## src/rtl/esc_pkg.sv

```systemverilog
package esc_pkg;

    localparam int XLEN   = 32;
    localparam int NCAUSE = 7;
    localparam int CW     = $clog2(NCAUSE);
    localparam int NBANK  = 5;
    localparam int BW     = $clog2(NBANK);

    localparam int B_I = 7;
    localparam int B_F = 6;
    localparam int B_T = 5;

    localparam logic [4:0] M_USR = 5'b10000;
    localparam logic [4:0] M_FIQ = 5'b10001;
    localparam logic [4:0] M_IRQ = 5'b10010;
    localparam logic [4:0] M_SVC = 5'b10011;
    localparam logic [4:0] M_ABT = 5'b10111;
    localparam logic [4:0] M_UND = 5'b11011;
    localparam logic [4:0] M_SYS = 5'b11111;

    localparam logic [XLEN-1:0] RESET_WORD = XLEN'({1'b1, 1'b1, 1'b0, M_SVC});

    // cause index = arbitration rank, 0 wins
    localparam logic [CW-1:0] C_RST  = 3'd0;
    localparam logic [CW-1:0] C_DABT = 3'd1;
    localparam logic [CW-1:0] C_FIQ  = 3'd2;
    localparam logic [CW-1:0] C_IRQ  = 3'd3;
    localparam logic [CW-1:0] C_PABT = 3'd4;
    localparam logic [CW-1:0] C_UND  = 3'd5;
    localparam logic [CW-1:0] C_SWI  = 3'd6;

    typedef enum logic [1:0] {
        S_BOOT,
        S_RUN,
        S_ENTER,
        S_RETURN
    } fsm_e;

    function automatic logic [4:0] cause_mode(input logic [CW-1:0] c);
        unique case (c)
            C_RST, C_SWI:   return M_SVC;
            C_DABT, C_PABT: return M_ABT;
            C_FIQ:          return M_FIQ;
            C_IRQ:          return M_IRQ;
            default:        return M_UND;
        endcase
    endfunction

    function automatic logic [4:0] cause_offset(input logic [CW-1:0] c);
        unique case (c)
            C_RST:   return 5'h00;
            C_UND:   return 5'h04;
            C_SWI:   return 5'h08;
            C_PABT:  return 5'h0C;
            C_DABT:  return 5'h10;
            C_IRQ:   return 5'h18;
            default: return 5'h1C;
        endcase
    endfunction

    function automatic logic cause_masks_fiq(input logic [CW-1:0] c);
        return (c == C_RST) || (c == C_FIQ);
    endfunction

    function automatic logic mode_banked(input logic [4:0] m);
        return (m == M_FIQ) || (m == M_IRQ) || (m == M_SVC) ||
               (m == M_ABT) || (m == M_UND);
    endfunction

    function automatic logic [BW-1:0] mode_bank(input logic [4:0] m);
        unique case (m)
            M_FIQ:   return 3'd0;
            M_IRQ:   return 3'd1;
            M_SVC:   return 3'd2;
            M_ABT:   return 3'd3;
            default: return 3'd4;
        endcase
    endfunction

endpackage

```

## src/rtl/esc_arbiter.sv

```systemverilog
module esc_arbiter
    import esc_pkg::*;
#(
    parameter int N = NCAUSE
) (
    input  logic [N-1:0]  req,
    input  logic          irq_masked,
    input  logic          fiq_masked,
    output logic          any,
    output logic [CW-1:0] sel
);
    logic [N-1:0] eff;

    always_comb begin
        eff = req;
        eff[C_IRQ] = req[C_IRQ] & ~irq_masked;
        eff[C_FIQ] = req[C_FIQ] & ~fiq_masked;
    end

    always_comb begin
        any = |eff;
        sel = '0;
        for (int i = N - 1; i >= 0; i--) begin
            if (eff[i]) sel = CW'(i);
        end
    end
endmodule

```

## src/rtl/esc_spsr_bank.sv

```systemverilog
module esc_spsr_bank
    import esc_pkg::*;
#(
    parameter int W  = XLEN,
    parameter int NB = NBANK
) (
    input  logic          clk,
    input  logic          rst_n,
    input  logic          we,
    input  logic [BW-1:0] widx,
    input  logic [W-1:0]  wdata,
    input  logic [BW-1:0] ridx,
    output logic [W-1:0]  rdata
);
    logic [NB*W-1:0] flat;

    for (genvar g = 0; g < NB; g++) begin : g_bank
        logic [W-1:0] q;
        always_ff @(posedge clk or negedge rst_n) begin
            if (!rst_n)
                q <= '0;
            else if (we && widx == BW'(g))
                q <= wdata;
        end
        assign flat[g*W +: W] = q;
    end

    always_comb begin
        rdata = '0;
        for (int i = 0; i < NB; i++) begin
            if (ridx == BW'(i)) rdata = flat[i*W +: W];
        end
    end
endmodule

```

## src/rtl/esc_status_ctrl.sv

```systemverilog
module esc_status_ctrl
    import esc_pkg::*;
#(
    parameter logic [XLEN-1:0] LOVEC_BASE = 32'h0000_0000,
    parameter logic [XLEN-1:0] HIVEC_BASE = 32'hFFFF_0000
) (
    input  logic            clk,
    input  logic            rst_n,
    input  logic            hivec_en,
    input  logic            req_rst,
    input  logic            req_und,
    input  logic            req_swi,
    input  logic            req_pabt,
    input  logic            req_dabt,
    input  logic            req_irq,
    input  logic            req_fiq,
    input  logic [XLEN-1:0] pc_cur,
    input  logic            ret_req,
    input  logic [XLEN-1:0] ret_link,
    input  logic            sw_cpsr_we,
    input  logic            sw_spsr_we,
    input  logic [XLEN-1:0] sw_wdata,
    output logic [XLEN-1:0] cpsr_q,
    output logic [XLEN-1:0] spsr_q,
    output logic            redir_valid,
    output logic [XLEN-1:0] redir_pc,
    output logic            link_we,
    output logic [XLEN-1:0] link_val
);
    fsm_e            state_q, state_d;
    logic [XLEN-1:0] cpsr_r;
    logic [XLEN-1:0] redir_r;
    logic [XLEN-1:0] link_r;
    logic [NCAUSE-1:0] req_vec;
    logic            arb_any;
    logic [CW-1:0]   arb_sel;
    logic            in_run, cur_banked, priv;
    logic            take_exc, take_ret, sw_ok;
    logic [4:0]      tgt_mode;
    logic [XLEN-1:0] entry_word, vec_base, bank_rd, bank_wd;
    logic            bank_we;
    logic [BW-1:0]   bank_widx;

    assign req_vec = {req_swi, req_und, req_pabt, req_irq, req_fiq, req_dabt, req_rst};

    esc_arbiter #(.N(NCAUSE)) u_arb (
        .req        (req_vec),
        .irq_masked (cpsr_r[B_I]),
        .fiq_masked (cpsr_r[B_F]),
        .any        (arb_any),
        .sel        (arb_sel)
    );

    assign in_run     = (state_q == S_RUN);
    assign cur_banked = mode_banked(cpsr_r[4:0]);
    assign priv       = (cpsr_r[4:0] != M_USR);
    assign take_exc   = in_run && arb_any;
    assign take_ret   = in_run && !arb_any && ret_req && cur_banked;
    assign sw_ok      = in_run && !arb_any && !ret_req;
    assign tgt_mode   = cause_mode(arb_sel);
    assign vec_base   = hivec_en ? HIVEC_BASE : LOVEC_BASE;

    always_comb begin
        entry_word        = cpsr_r;
        entry_word[B_T]   = 1'b0;
        entry_word[B_I]   = 1'b1;
        entry_word[B_F]   = cpsr_r[B_F] | cause_masks_fiq(arb_sel);
        entry_word[4:0]   = tgt_mode;
    end

    assign bank_we   = take_exc || (sw_ok && sw_spsr_we && cur_banked);
    assign bank_widx = take_exc ? mode_bank(tgt_mode) : mode_bank(cpsr_r[4:0]);
    assign bank_wd   = take_exc ? cpsr_r : sw_wdata;

    esc_spsr_bank #(.W(XLEN), .NB(NBANK)) u_bank (
        .clk   (clk),
        .rst_n (rst_n),
        .we    (bank_we),
        .widx  (bank_widx),
        .wdata (bank_wd),
        .ridx  (mode_bank(cpsr_r[4:0])),
        .rdata (bank_rd)
    );

    // state register
    always_ff @(posedge clk or negedge rst_n) begin
        if (!rst_n) state_q <= S_BOOT;
        else        state_q <= state_d;
    end

    always_comb begin
        state_d = state_q;
        unique case (state_q)
            S_BOOT:   state_d = S_RUN;
            S_RUN: begin
                if (take_exc)      state_d = S_ENTER;
                else if (take_ret) state_d = S_RETURN;
            end
            S_ENTER:  state_d = S_RUN;
            S_RETURN: state_d = S_RUN;
            default:  state_d = S_BOOT;
        endcase
    end

    // status word and captured redirect / link
    always_ff @(posedge clk or negedge rst_n) begin
        if (!rst_n) begin
            cpsr_r  <= RESET_WORD;
            redir_r <= '0;
            link_r  <= '0;
        end else if (take_exc) begin
            cpsr_r  <= entry_word;
            redir_r <= vec_base | XLEN'(cause_offset(arb_sel));
            link_r  <= pc_cur;
        end else if (take_ret) begin
            cpsr_r  <= bank_rd;
            redir_r <= ret_link;
        end else if (sw_ok && sw_cpsr_we) begin
            cpsr_r  <= priv ? sw_wdata : {sw_wdata[31:27], cpsr_r[26:0]};
        end
    end

    // outputs
    always_comb begin
        redir_valid = 1'b0;
        link_we     = 1'b0;
        redir_pc    = redir_r;
        unique case (state_q)
            S_BOOT: begin
                redir_valid = 1'b1;
                redir_pc    = vec_base;
            end
            S_ENTER: begin
                redir_valid = 1'b1;
                link_we     = 1'b1;
            end
            S_RETURN: redir_valid = 1'b1;
            default: ;
        endcase
    end

    assign cpsr_q   = cpsr_r;
    assign spsr_q   = cur_banked ? bank_rd : '0;
    assign link_val = link_r;
endmodule

```

## config.mk

```make
export PLATFORM = sky130hd
export DESIGN_NAME = esc_status_ctrl
export DESIGN_NICKNAME = d
export VERILOG_FILES = /design/src/rtl/esc_pkg.sv /design/src/rtl/esc_arbiter.sv /design/src/rtl/esc_spsr_bank.sv /design/src/rtl/esc_status_ctrl.sv
export SDC_FILE = /design/constraint.sdc
export NUM_CORES = 1
export LEC_CHECK = 0
export CAP_MARGIN = 20
export CORE_MARGIN = 3
export CORE_UTILIZATION = 54
export DETAILED_ROUTE_END_ITERATION = 8
export DONT_BUFFER_PORTS = 1
export PLACE_DENSITY = 0.69
export REMOVE_ABC_BUFFERS = 1
export SYNTH_ARGS = -nofsm -noshare
export SYNTH_HDL_FRONTEND = slang
export SYNTH_SLANG_ARGS = --single-unit
```

## constraint.sdc

```tcl
create_clock -name clk -period 5.41 [get_ports clk]
set_clock_uncertainty 0.1 [all_clocks]
set_input_delay 0.541 -clock clk [delete_from_list [all_inputs] [get_ports clk]]
set_output_delay 0.541 -clock clk [all_outputs]
set_load 0.005 [all_outputs]
```

* Word level (Yosys, flattened, before mapping) *
Cells that the tools add are included.
W data, S select, Z words.

cells by class
  equal/unequal tests = 28
  muxes and demuxes = 33
  bitwise operators = 7
  reduce and logical (&&, ||, !) cells = 37

operators with widths
  cell                  count
  $mux W32              13
  $eq A5 B5 Y1 const B  9
  $or A32 B5 Y32        1
  $pmux W5 S6           1
  $mux W27              1
  $mux W3               8
  $pmux W3 S4           2
  $eq A3 B2 Y1 const B  6
  $pmux W4 S4           1
  $eq A3 B3 Y1 const B  5
  $logic_and A1 B1 Y1   13
  $eq A3 B1 Y1 const B  3
  $logic_not A3 Y1      3
  $mux W8               1
  $reduce_or A7 Y1      1
  $logic_or A1 B1 Y1    6
  $reduce_bool A2 Y1    3
  $reduce_bool A3 Y1    2
  $mux W5               1
  $ne A5 B5 Y1 const B  1
  $eq A2 B2 Y1 const B  2
  $mux W2               2
  $pmux W2 S2           1
  $reduce_and A2 Y1     2
  other kinds (11)      17

storage, ports and cells
  flip-flop bits (word level) = 258
  bits of input ports = 109
  word-level logic and storage cells = 116

* Longest topological paths before layout *
  depth in word-level cells = 15
  depth in mapped cells = 10

* Hierarchy *
Synthesis repeated with hierarchy kept, for this count alone.

second synthesis, totals
  cell total of the unflattened synthesis = 1185
  area, all modules = 12522.0 sq um

by module, submodules not included
  module           instances  cells each  area an instance (sq um)
  esc_spsr_bank    1          529         7236.9
  esc_status_ctrl  1          643         5206.2
  esc_arbiter      1          13          78.8

* Worst setup path after synthesis *
Ideal clock, no wire load.

  kind = reg-to-output
  from = register cpsr_r[0], in the netlist cpsr_q[0]
  to = output port spsr_q[10]
  data arrival time = 2.144 ns
  required time = 4.769 ns
  path slack = 2.625 ns
  cell stages (with the launch flop) = 9
  cells stage by stage = dfstp_2 -> buf_2 -> clkbuf_1 -> inv_1 -> nor3b_2 -> clkbuf_1 -> a221oi_1 -> a2bb2oi_1 -> nor2_1

between the ends
  cells in the longest elaborated chain, start to end = 9
  elaborated cells between the ends (all ways) = 21
  those cells by class = 9 x eq/ne; 7 x mux; 5 x reduce/logical

ends and longest elaborated chain
  item                                    RTL line                                     source
  start, declared                         esc_status_ctrl.sv:31                        logic [XLEN-1:0] cpsr_r;
  start signal, assigned                  esc_status_ctrl.sv:112                       cpsr_r <= entry_word;
  start signal, assigned                  esc_status_ctrl.sv:116                       cpsr_r <= bank_rd;
  start signal, assigned                  esc_status_ctrl.sv:119                       cpsr_r <= priv ? sw_wdata : {sw_wdata[31:27], cpsr_r[26:0]};
  $eq A5 B5 Y1, on equally long branches  esc_pkg.sv:67, esc_pkg.sv:71, esc_pkg.sv:66
  $pmux W3 S4                             esc_pkg.sv:71                                unique case (m)
  $logic_not A3 Y1                        esc_spsr_bank.sv:31                          if (ridx == BW'(i)) rdata = flat[i*W +: W];
  $mux W32 (5 in series)                  esc_spsr_bank.sv:31
  $mux W32 (*)                            esc_status_ctrl.sv:143                       assign spsr_q = cur_banked ? bank_rd : '0;
  end, declared                           esc_status_ctrl.sv:24                        output logic [XLEN-1:0] spsr_q,

Every way passes the cells marked *; elsewhere a longest branch is shown, timed or not.

* Final worst setup path *
  from = register cpsr_r[4], in the netlist cpsr_q[4]
  to = output port spsr_q[4]

The elaborated chain is that of the path after synthesis.

==> impl_metrics.env <==
export IMPL_status="finished with violations"
export IMPL_violations="hold timing"
export IMPL_nets=1264
export IMPL_relSlewSlack=0.280
export IMPL_setup_worst_path_class="flop to primary output"
export IMPL_period_minus_slack_ns=4.18
export IMPL_ys_warn_count=0
export IMPL_core_area_um2=22200
export IMPL_portBuffers=0
export IMPL_gr_total_overflow=0
export IMPL_grt_max_degree=259
export IMPL_syn_inst=1174
export IMPL_drtIter0Drc=760
export IMPL_dieArea_um2=24700
export IMPL_cts_tree="done"
export IMPL_hold_class="input port to async pin"
export IMPL_synth_area_leader_cell="dfrtp_1"
export IMPL_end_kind="primary output"
export IMPL_clk_latency_ns=0.54
export IMPL_die_w_um=157
export IMPL_initial_utilization=0.557
export IMPL_yosys_top_cells_area="dfrtp_1 51%, mux2_2 12%, nand2_1 6.5%"
export IMPL_ys_types=64
export IMPL_power_uw=5280
export IMPL_grt_pass1_vias=8950
export IMPL_ys_ff_latch=258
export IMPL_slowest_stage="nand4_1"
export IMPL_startpoint_type="flop"
export IMPL_antenna_found_initial=0
export IMPL_synth_edf_count=0
export IMPL_hpwl_mm=19.9
export IMPL_cts_resized_gates=0
export IMPL_synthesis_area_um2=12400
export IMPL_cts_max_level=1
export IMPL_via_per_inst=6.21
export IMPL_hold_viol=256
export IMPL_fp_dieH_um=157
export IMPL_ant_nets=0
export IMPL_nFillCells=1754
export IMPL_maxCapViolCount=0
export IMPL_remaining_drc_errors=0
export IMPL_required_ns=4.77
export IMPL_critical_path_max_fanout=16
export IMPL_rsz0062_at_grt="false"
export IMPL_crit_chain="nor2b_1, nand4_1, buf_4, nor2_1, a2bb2oi_1, nor2_1"
export IMPL_timing_setup_tns_ns=0
export IMPL_num_rows=54
export IMPL_p_leak_uw=0.00654
export IMPL_vdd_drop_max_mv=0.210
export IMPL_cp_arrival_ns=3.54
export IMPL_wl_per_cell_um=22.1
export IMPL_final_core_util=0.614
export IMPL_synth_top_cell_area_share=0.513
export IMPL_root_buffer="clkbuf_16"
export IMPL_p_per_area_nw_per_um2=388
export IMPL_grt_pass1_wl_mm=50.2
export IMPL_num_vias=9052
export IMPL_synth_top_flop_cell="dfrtp_1"
export IMPL_areaGrowthSynthToFinish_pct=10.2
export IMPL_synth_area_per_cell_um2=10.5
export IMPL_cpLargestDelayFamily="simple AND/OR/NAND/NOR gates"
export IMPL_clk_pin_slew_ns=0.06
export IMPL_cp_buffers_inverters=1
export IMPL_cp_common_cell="nor2_1"
export IMPL_fmax_mhz=239
export IMPL_drt_total_wl_mm=32.3
export IMPL_holdWs_ns=-0.399
export IMPL_synth_async_reset_ratio=1.00
export IMPL_gp_congestion=0.842
export IMPL_cts_sinks=258
export IMPL_clk_path_buf_depth=3
export IMPL_seq_area_frac_synth=0.523
export IMPL_drive_above_1_share=0.201
export IMPL_io_pins=239
export IMPL_cts_buffers_inserted=28
export IMPL_period_share=0.772
export IMPL_tightest_slew_ns=1.08
export IMPL_slowest_delay_ns=0.84
export IMPL_drv_slew=0
export IMPL_setup_viol=0
export IMPL_dr_pass1_iters=5
export IMPL_grt_util_all_layers=0.253
report_power, final:
part	internal (µW)	switching [µW]	total, µW
clock network	1200	806	2000
registers	2250	198	2450
logic	404	424	828
state kept, by name, indices dropped and copies added (netlist names):
signal,count
link_val,32
u_bank.g_bank.q,160
state_q,2
cpsr_q,32
redir_r,32
cell usage after synthesis, types with 4 or more instances:
cell,number
nor2_1,100
mux2i_1,6
a221o_1,16
mux2_2,133
clkbuf_1,56
nand2b_1,9
nor2b_1,10
o221ai_1,4
buf_6,9
a21o_1,19
dfstp_2,5
inv_1,6
dfrtp_1,253
buf_4,8
and2_1,16
a221oi_1,26
o22ai_1,6
a21oi_1,72
nand3_1,8
a22o_1,13
nand2_1,214
and3_1,22
mux2_1,27
nor3_1,4
or2_2,4
o21ai_0,33
buf_2,12
a2bb2oi_1,27
metal layers:
| metal | GRT usage | vias up | part of all wire |
|---|---|---|---|
| met5 | 0 | - | 0 |
| met4 | 0.0632 | 0 | 0.021 |
| met3 | 0.0443 | 53 | 0.067 |
| met2 | 0.418 | 320 | 0.48 |
| met1 | 0.352 | 4573 | 0.43 |
| li1 | - | 4106 | - |
stage by stage:
stage / area [µm²] / cells / hold WS (ns) / worst slack [ns]
finish: 13600 / 1458 / -0.399 / 1.23
floorplan: 11900 / 1087 / 0.145 / 0.237
detailed placement: 12500 / 1391 / 0.154 / 1.81
global route: 13600 / 1457 / -0.427 / 0.953
CTS: 13600 / 1456 / -0.418 / 1.23
global placement: 12500 / 1389 / 0.151 / 1.63
worst paths after layout:
kind,startpoint,to,slack (ns),cells past startpoint
max,cpsr_q[4],spsr_q[4],1.23,6
min,rst_n,redir_r[17],-0.40,0
max reg2reg,cpsr_q[7],u_bank.g_bank[2].q[8],1.90,8
min reg2reg,redir_r[3],redir_r[3],0.38,1
max in group asynchronous,rst_n,cpsr_q[10],5.05,0
min in group clk,pc_cur[8],link_val[8],0.02,2
cell usage in the layout (no fill, tap or decap), drive strengths merged, types with 8 or more instances in the layout:
cell type / count
a21o: 19
a21oi: 72
a221o: 16
a221oi: 26
a22o: 13
a2bb2oi: 27
and2: 17
and3: 22
buf: 24
clkbuf: 31
clkinv: 9
dfrtp: 253
dlygate4sd3: 14
inv: 9
mux2: 160
nand2: 214
nand2b: 9
nand3: 8
nor2: 101
nor2b: 10
nor3: 9
o21ai: 34
repair_timing:
item | 4_1_cts | 5_1_grt
setup buffers | 0 | 0
endpoints found under the hold margin | 271 | 259
hold buffers | 13 | 1
final cells by class:
cell class | count | area [µm²] | area share
repair buffers | 38 | 328 | 0.0241
clock buffers | 31 | 753 | 0.0553
well taps | 280 | 350 | 0.0257
clock inverters | 21 | 230 | 0.0169
multi-input cells | 821 | 5460 | 0.401
flip-flops and latches | 258 | 6460 | 0.475
inverters | 8 | 30.0 | 0.00221
diodes | 1 | 2.50 | 0.000184
cell families after synthesis:
kind of cell / count (synthesis) / synth area share
AND/OR/NAND/NOR: 409 / 0.148
flip-flops: 258 / 0.523
AO/OA/AOI/OAI: 246 / 0.140
multiplexers: 166 / 0.151
buffers and inverters: 95 / 0.0380
Power figures use the tool's default switching activity.
